**src/rtl/instret_csr.sv**
```systemverilog
module instret_csr #(
  parameter int          XLEN     = 32,
  parameter int          AW       = 12,
  parameter logic [11:0] LO_ADDR  = 12'hB02,
  parameter logic [11:0] HI_ADDR  = 12'hB82,
  parameter logic [11:0] INH_ADDR = 12'h320,
  parameter int          INH_BIT  = 2
) (
  input  logic            clk,
  input  logic            rst_n,
  input  logic            retire_i,
  input  logic [AW-1:0]   csr_addr_i,
  input  logic            csr_rd_i,
  input  logic            csr_wr_i,
  input  logic [XLEN-1:0] csr_wdata_i,
  output logic [XLEN-1:0] csr_rdata_o
);
  localparam int CW = 2 * XLEN;
  localparam logic [XLEN-1:0] ONES = '1;

  logic [XLEN-1:0] lo_q, hi_q;
  logic            inh_q;
  logic [CW-1:0]   sum;
  logic            inc, wr_lo, wr_hi, wr_inh;

  assign inc    = retire_i && !inh_q;
  assign sum    = {hi_q, lo_q} + {{(CW-1){1'b0}}, inc};
  assign wr_lo  = csr_wr_i && (csr_addr_i == LO_ADDR);
  assign wr_hi  = csr_wr_i && (csr_addr_i == HI_ADDR);
  assign wr_inh = csr_wr_i && (csr_addr_i == INH_ADDR);

  always_ff @(posedge clk) begin
    if (!rst_n) begin
      lo_q  <= '0;
      hi_q  <= '0;
      inh_q <= 1'b0;
    end else begin
      lo_q <= wr_lo ? csr_wdata_i : sum[XLEN-1:0];
      hi_q <= wr_hi ? csr_wdata_i : sum[CW-1:XLEN];
      if (wr_inh) inh_q <= csr_wdata_i[INH_BIT];
    end
  end

  always_comb begin
    csr_rdata_o = '0;
    if (csr_rd_i) begin
      if (csr_addr_i == LO_ADDR)       csr_rdata_o = lo_q;
      else if (csr_addr_i == HI_ADDR)  csr_rdata_o = hi_q;
      else if (csr_addr_i == INH_ADDR) csr_rdata_o[INH_BIT] = inh_q;
    end
  end

  // written low word holds exactly the written value
  assert_lo_write_R4: assert property (@(posedge clk) disable iff (!rst_n)
    wr_lo |=> lo_q == $past(csr_wdata_i));

  // carry out of an old all-ones low word survives a low write
  assert_carry_kept_R5: assert property (@(posedge clk) disable iff (!rst_n)
    (wr_lo && inc && lo_q == ONES) |=> hi_q == $past(hi_q) + 1'b1);

  // high write does not block the low increment
  assert_hi_write_R6: assert property (@(posedge clk) disable iff (!rst_n)
    (wr_hi && inc) |=> (hi_q == $past(csr_wdata_i)) && (lo_q == $past(lo_q) + 1'b1));

  // inhibited counter only changes through writes
  assert_inhibit_R8: assert property (@(posedge clk) disable iff (!rst_n)
    (inh_q && !wr_lo && !wr_hi) |=> $stable(lo_q) && $stable(hi_q));

  // no retire, no write -> count stable
  assert_idle_stable_R3: assert property (@(posedge clk) disable iff (!rst_n)
    (!retire_i && !wr_lo && !wr_hi) |=> $stable(lo_q) && $stable(hi_q));

  // other inhibit bits never read as one
  assert_inh_read_R2: assert property (@(posedge clk) disable iff (!rst_n)
    (csr_rd_i && csr_addr_i == INH_ADDR) |-> $countones(csr_rdata_o) <= 1);
endmodule

```
**config.mk**
```make
export PLATFORM = sky130hd
export DESIGN_NAME = instret_csr
export DESIGN_NICKNAME = d
export VERILOG_FILES = /design/src/rtl/instret_csr.sv
export SDC_FILE = /design/constraint.sdc
export NUM_CORES = 1
export LEC_CHECK = 0
export CORE_AREA = 2 2 89 91
export CTS_CLUSTER_SIZE = 28
export DETAILED_ROUTE_END_ITERATION = 12
export DIE_AREA = 0 0 91 93
export PLACE_DENSITY = 0.84
export SYNTH_ARGS = -nofsm -noshare
export SYNTH_HDL_FRONTEND = slang
export SYNTH_SLANG_ARGS = --single-unit
```
**constraint.sdc**
```tcl
create_clock -name clk -period 4.3 [get_ports clk]
set_input_delay 0.86 -clock clk [delete_from_list [all_inputs] [get_ports clk]]
set_output_delay 0.86 -clock clk [all_outputs]
set_load 0.02 [all_outputs]
```
==> results of run 1 <==
-- stage by stage --
step | util [%] | area (um^2)
floorplan | - | 4140
global placement | 67.0 | 5040
detailed placement | 67.0 | 5040
CTS | 70.0 | 5270
global route | 70.5 | 5310
finish | 70.5 | 5310
-- synthesized netlist by cell type, drive strengths merged, types with 18 or more instances --
cell | number | share of area (%)
a21oi | 28 | 3.4
a22oi | 32 | 5.8
a31oi | 21 | 3.2
clkbuf | 35 | 3.2
dfxtp | 65 | 31
nand2 | 31 | 2.8
nand3 | 24 | 2.9
nand4 | 33 | 5.3
nor2 | 25 | 2.3
nor2b | 32 | 4.8
o21ai | 56 | 6.8
or4 | 18 | 3.3
xor2 | 26 | 5.5
-- metal layers --
layer	vias to the layer above	GRT usage [%]
li1	2166	-
met1	2239	38.8
met2	272	51.3
met3	55	4.35
met4	0	10.6
met5	-	0
-- worst max-delay path by stage --
stage | startpoint | to | depth (start not counted)
after detailed placement | csr_addr_i[2] | csr_rdata_o[2] | 7
after CTS | csr_addr_i[2] | csr_rdata_o[2] | 7
final | csr_addr_i[2] | csr_rdata_o[23] | 7
after floorplan | csr_addr_i[2] | csr_rdata_o[2] | 5
after global routing | csr_addr_i[2] | csr_rdata_o[17] | 7
after global placement | csr_addr_i[2] | csr_rdata_o[2] | 7
-- area by class of cell --
cell class	instances	area, um^2	area share (%)
clock buffers	11	151	2.85
clock inverters	5	77.6	1.46
inverters	8	30.0	0.566
multi-input cells	426	2690	50.6
flip-flops and latches	65	1300	24.5
well taps	102	128	2.41
repair buffers	91	933	17.6
-- worst max-delay path: stages --
cell	delay [ps]
sky130_fd_sc_hd__clkdlybuf4s50_1	420
sky130_fd_sc_hd__or4_1	600
sky130_fd_sc_hd__nor4b_4	350
sky130_fd_sc_hd__buf_12	240
sky130_fd_sc_hd__a22oi_1	100
sky130_fd_sc_hd__nor2b_1	130
sky130_fd_sc_hd__clkdlybuf4s50_1	610
-- power by group --
group	leakage, nW	total, W	switching [W]	internal (W)
clock	0.115	0.000609	0.000253	0.000356
sequential	0.524	0.000606	0.00000255	0.000604
combinational	1.16	0.0000909	0.0000374	0.0000535
total	1.80	0.00131	0.000293	0.00101
-- flip-flops by register name, indices dropped and copies added, names as in the netlist --
register	count
inh_q	1
hi_q	32
lo_q	32
-- cells by family (layout without fill, tap and decap cells) --
family,count (synthesis),in the layout,share of synthesized area [%]
AND/OR/NAND/NOR,215,215,30.4
AO/OA/AOI/OAI,167,167,24.6
flip-flops,65,65,31.4
buffers and inverters,44,115,4.05
XOR/XNOR,41,41,8.67
adder cells (fa/ha/maj),2,2,0.604
multiplexers,1,1,0.242
==> results summary, run 1 <==
The cell count after synthesis came out at 535. The minimum clock period came out at approximately 4200 ps. For the worst-skew pair, the clock arrives at the later sink with an insertion delay of about 350 ps. The via count is between 4000 and 5000. The number of levels the H-tree was split into is 3.

The per-cell routed wire length is roughly 18 um. The worst register-to-register path ends at hi_q[20]. The number of clock buffers added by TritonCTS is 9.

Counting every sink on the clock net gives 65. The origin of the critical flop-to-flop path is inh_q. The post-detailed-routing wire length is 12.9 mm. The count of pins over their slew limit came to 0. The via-per-instance ratio is ~6.7. The CTS tree is yes.

The number of design-rule violations left by the first detailed-router iteration came out at 427. The number of port buffers is 80. The mapped netlist covers 0.00414 mm^2. The post-route clock skew is 4.95 ps. The count of final setup violators is 0. Counting instances, the worst hold path has a depth of 2. The highest layer used for signal routing is met4. The number of nets still failing antenna checks after routing came out at 0. The max-slew headroom at the worst pin is 27.3%. The placeable core area came out at between 0.007 and 0.008 mm^2. From left edge to right edge, the die measures about 91 um.

The DRC violation count after routing is 0. The die covers 0.00846 mm^2. The wire length of the first global-routing pass is approximately 21 mm. The number of enable flip-flop cells after synthesis is 0. For the worst setup path, the data arrival time is 3330 ps. The flow ran to the end, and the final reports show no timing, DRC or antenna violations. The leakage power came out at 1.80 nW. The synthesis-stage register bit count came out at 65. The post-detailed-placement half-perimeter wirelength is 8.82 mm. STA classifies the critical path startpoint as an input port. The maximum fanout along the worst path came out at 35. The worst supply voltage drop on vdd came out at about 0.00020 V.

For this design the ratio of total power to cell area is 246 mW/mm^2. The number of search-and-repair iterations in the first detailed-routing pass is 6. The actual transition at the worst max-transition pin is ~1100 ps. The met3 layer wire length in the routed design came out at between 1 and 1.5 mm. The total routing usage reported by global routing is 30.0%. In this run the count of I/O pins placed on the die edge is 81.

For this run the aggregate overflow at the end of global routing stands at 0. The setup fix buffers added after clock tree synthesis is 0. The filler-free cell count of the finished design came out at roughly 710. The fill cell total of the finished layout came out at approximately 630.

The distinct cell type count of the synthesized netlist came out at 40. Max-cap violations in this run came to 0. The via count of the first global-routing pass is roughly 4400. The worst hold path class is register to register.

The hold slack is roughly 540 ps. The required time at the worst-slack endpoint is ~3400 ps. Row generation in the floorplan step produced 32 rows. From synthesis to final layout, the design area changed by 28.1%.

In the final layout, the share of cells above drive strength 1 is under 10%. Post-CTS repair changed the size of 0 cells. The library cells used most frequently in the layout, excluding fill and tap cells, are sky130_fd_sc_hd__dfxtp_1, sky130_fd_sc_hd__clkdlybuf4s50_1, sky130_fd_sc_hd__o21ai_0. The worst setup slack for register-to-register paths came out at 1410 ps. Wire segments on met2 add up to 6.19 mm in the final route.

The critical path is of the input port to output pin type. The sequential-to-total area share from yosys stat came out at 31.4%. The worst hold path terminates at hi_q[21]. The initial antenna violation count is 0. The number of nets produced by synthesis is about 590.

The final-report hold violation count is 0. After clock tree synthesis, the flow added hold-fix buffers numbering 0. The number of antenna diodes in the final layout is 0. After detailed routing, the wire length on met1 is 5.21 mm. Prior to clock tree synthesis, the placed netlist has a worst setup slack of 59.2 ps.

The initial standard-cell utilization of the core came out at between 50% and 60%. The maximum number of buffers from clock root to sink came out at 2. The critical path endpoint category is an output pin. The routability congestion estimate from global placement came out at approximately 0.95. Among all flip-flop cells after synthesis, the most frequent one is sky130_fd_sc_hd__dfxtp_1. The number of placed instances with taps included came out at slightly below 700. Of all flip-flops after synthesis, the portion carrying an async set or reset was 0%. The final layout contains roughly 650 nets.

The die is 93 um tall. Setup slack on the critical path of the routed design comes to roughly 110 ps. After synthesis, the mean cell area works out to about 7.7 um^2. The beginning of the worst hold path is hi_q[21].

The total of warnings raised by yosys came out at 0. Setup repair after global routing left no endpoint under its margin. The clock transition at the register clock pins on the worst setup and hold paths after CTS came out at 70 ps. The maximum number of pins on one net before global-route repair came out at 62. The overall power consumption came out at around 0.0013 W. The cell sitting at the root of the clock tree is a sky130_fd_sc_hd__clkbuf_8.

The final worst-path cycle share is between 90% and 100%. Static timing analysis puts the maximum clock frequency at ~240 MHz. The number of cells traversed by the worst register-to-register path is 7. The final sum of negative setup slack is 0 ps.
Note: power is estimated with default switching activity, not from simulation.
==> run 2: changes to the inputs <==
==> constraint.sdc (replaced) <==
create_clock -name clk -period 4.3 [get_ports clk]
set_input_delay 0.86 -clock clk [delete_from_list [all_inputs] [get_ports clk]]
set_output_delay 0.86 -clock clk [all_outputs]
set_load 0.05 [all_outputs]
==> run 2 against run 1 <==
Register-to-register slack worse by 40 ps. Cell count shrank 0.28%. Wire length increased by 1.4%. Largest power group is now sequential cells.
==> results summary, run 2 (synthesized netlist as in run 1, its figures left out) <==
The count of inserted antenna diode cells is 0. The worst-skew pair later-pin latency came out at roughly 360 ps. The largest single stage delay on the critical path is 590 ps. The worst setup slack after layout is approximately 450 ps. The largest individual stage delay along the critical path comes from the cell sky130_fd_sc_hd__or4_1.

The leakage power is approximately 1.6 nW. The number of design-rule violations left by the first detailed-router iteration came out at between 400 and 500. The maximum fanout along the worst path is 35. Setup repair after global routing left no endpoint under its margin. After layout, the design draws a total of ~0.0012 W. No sink is reached through more buffers than the 2 on the longest clock path. The minimum clock period came out at approximately 3900 ps. The routed design has approximately 13 mm of wire. The remaining global-route overflow came out at 0. The setup fix buffers added after clock tree synthesis is 0.

The max-slew headroom at the worst pin is 25.0%. The number of gates on the worst path with buffers counted is 7. The post-CTS resize count came out at 0. The via count of the first global-routing pass is 4673. Counting instances, the worst hold path has a depth of 2.

After detailed routing, the number of vias per cell comes to 6.61. In the finished design, the share of the clock period the worst path needs comes to 89.6%. The post-route clock skew is 10.6 ps.

At the end of the flow, the number of nets in the layout was roughly 650. The number of port buffers came out at 80. The placement-stage worst setup slack is between 400 and 500 ps.

The maximum number of pins on one net before global-route repair is slightly below 50. The count of final setup violators is 0. The worst hold path terminates at hi_q[31]. For the worst setup path, the data required time is roughly 3400 ps. The worst hold path class is register to register. The setup check on the worst reg-to-reg path leaves a slack of 1370 ps. The post-route netlist has between 10% and 20% of its cells at a drive strength greater than 1. Counting the buffers created by CTS gives 9. TritonCTS built the clock tree.

Leaving out fill and tap cells, the most frequent cell in the layout is sky130_fd_sc_hd__dfxtp_1. The post-detailed-placement half-perimeter wirelength came out at approximately 9 mm. The routability congestion estimate from global placement is about 0.95. The number of levels the H-tree was split into is 3. The number of I/O pins came out at 81. Dividing the detail-routed wire length by the instance count gives 18.5 um. In this design, the critical path's most frequently occurring cell is sky130_fd_sc_hd__buf_12. The clock transition at the register clock pins on the worst setup and hold paths after CTS came out at ~70 ps.

The total number of placement rows came out at 32. The count of pins over their slew limit came out at 0. The final sum of negative setup slack came out at 0 ps. Among cell families on the critical path, the largest total delay comes from simple AND/OR/NAND/NOR gates. The number of buffers inserted for hold repair after clock tree synthesis is 0. VDD sags by at most between 0.00015 and 0.0002 V.

The via count is between 4000 and 5000. The placeable core area is between 0.007 and 0.008 mm^2. The destination of the worst register-to-register timing path is hi_q[26].

The pre-antenna-repair detailed-routing pass consisted of 6 iterations. For this design the ratio of total power to cell area is between 200 and 250 mW/mm^2. The final-report hold violation count came out at 0. The layout-stage area growth over the synthesis result is 33.1%. The worst setup path is launched from an input port. Measured along the y axis, the die boundary spans 93 um.

The critical path is of the input port to output pin type. The filler-free cell count of the finished design is slightly above 700. The sum of buffers and inverters on the critical path came out at 3.

The count of nets left with antenna violations once routing finished came out at 0. The startpoint identified for the worst hold timing path is hi_q[31]. The clock net in this run drives a total of 65 sinks. The root buffer cell chosen for the clock tree is sky130_fd_sc_hd__clkbuf_8. The highest attainable clock frequency is 259 MHz. STA classifies the critical path endpoint as an output pin. The initial utilization of the core area, before any placement, comes to 55.0%. The largest registers in the layout are hi_q x32, lo_q x32, inh_q x1. In this run, placement finished with an instance count of 691. The final design area excluding fillers is 0.00551 mm^2. The initial antenna violation count is 0.

The count of max-cap constraint violations is 0. The die covers about 0.0085 mm^2. The actual transition at the worst max-transition pin came out at 1120 ps.

The run finished with clean final reports. The DRC violation count after routing came out at 0. The wire length of the first global-routing pass is 21.9 mm. The total routing usage reported by global routing came out at 31.5%. The area after detailed placement came out at roughly 0.0054 mm^2. For the worst setup path, the data arrival time is 2990 ps. In the layout the commonest cells are sky130_fd_sc_hd__dfxtp_1, sky130_fd_sc_hd__o21ai_0, sky130_fd_sc_hd__clkdlybuf4s50_1, sky130_fd_sc_hd__buf_12. Walking the worst path, the cells encountered are clkdlybuf4s50_1 -> or4_1 -> nor4b_4 -> buf_12 -> a22oi_1 -> nor2b_1 -> buf_12. The number of cells traversed by the worst register-to-register path is 7. The origin of the critical flop-to-flop path is inh_q.

The die width came out at 91 um.
==> run 2: cell count changes in the layout (fill, tap and decap cells not counted), sizes merged <==
cell | before | now
bufinv | 2 | 0
clkdlybuf4s50 | 65 | 48
buf | 11 | 42
clkinv | 3 | 5
clkinvlp | 1 | 0
dlymetal6s2s | 15 | 0
==> run 2: worst max-delay path by stage <==
stage | startpoint | end
finish | csr_addr_i[2] | csr_rdata_o[3]
global route | csr_addr_i[2] | csr_rdata_o[7]
CTS | csr_addr_i[2] | csr_rdata_o[3]
detailed placement | csr_addr_i[2] | csr_rdata_o[2]
global placement | csr_addr_i[2] | csr_rdata_o[2]
floorplan | csr_addr_i[2] | csr_rdata_o[2]
==> run 2: through the flow <==
step / hold WS (ps) / util [%]
after floorplan: 468 / -
after global placement: 500 / 71.1
after detailed placement: 504 / 71.1
after CTS: 519 / 73.3
after global routing: 546 / 73.3
final: 522 / 73.3
==> run 2: layer usage <==
layer / wire [um] / vias up / GRT usage (%)
li1: - / 2167 / -
met4: 415 / 0 / 16.0
met5: 0 / - / 0
met1: 5020 / 2153 / 37.4
met3: 1240 / 55 / 6.53
met2: 6350 / 290 / 54.1
==> run 2: final cells by class <==
| type | count | area [um^2] |
|---|---|---|
| multi-input combinational | 426 | 2690 |
| fill | 603 | 2010 |
| sequential | 65 | 1300 |
| timing repair buffer | 90 | 1210 |
| clock buffer | 11 | 141 |
| tap | 102 | 128 |
| inverter | 8 | 30.0 |
| clock inverter | 4 | 20.0 |
==> run 2: worst reg2reg max path, delay by kind of cell, from the launching register on <==
kind	cells	cell delay, ps
AND/OR/NAND/NOR	5	2100
AO/OA/AOI/OAI	1	210
flip-flops	1	340
adder cells (fa/ha/maj)	1	190
==> run 2: power by group <==
part	internal (W)	switching, W	leakage, nW
registers	0.000604	0.00000243	0.524
logic	0.0000535	0.0000384	1.02
clock network	0.000218	0.000238	0.0887
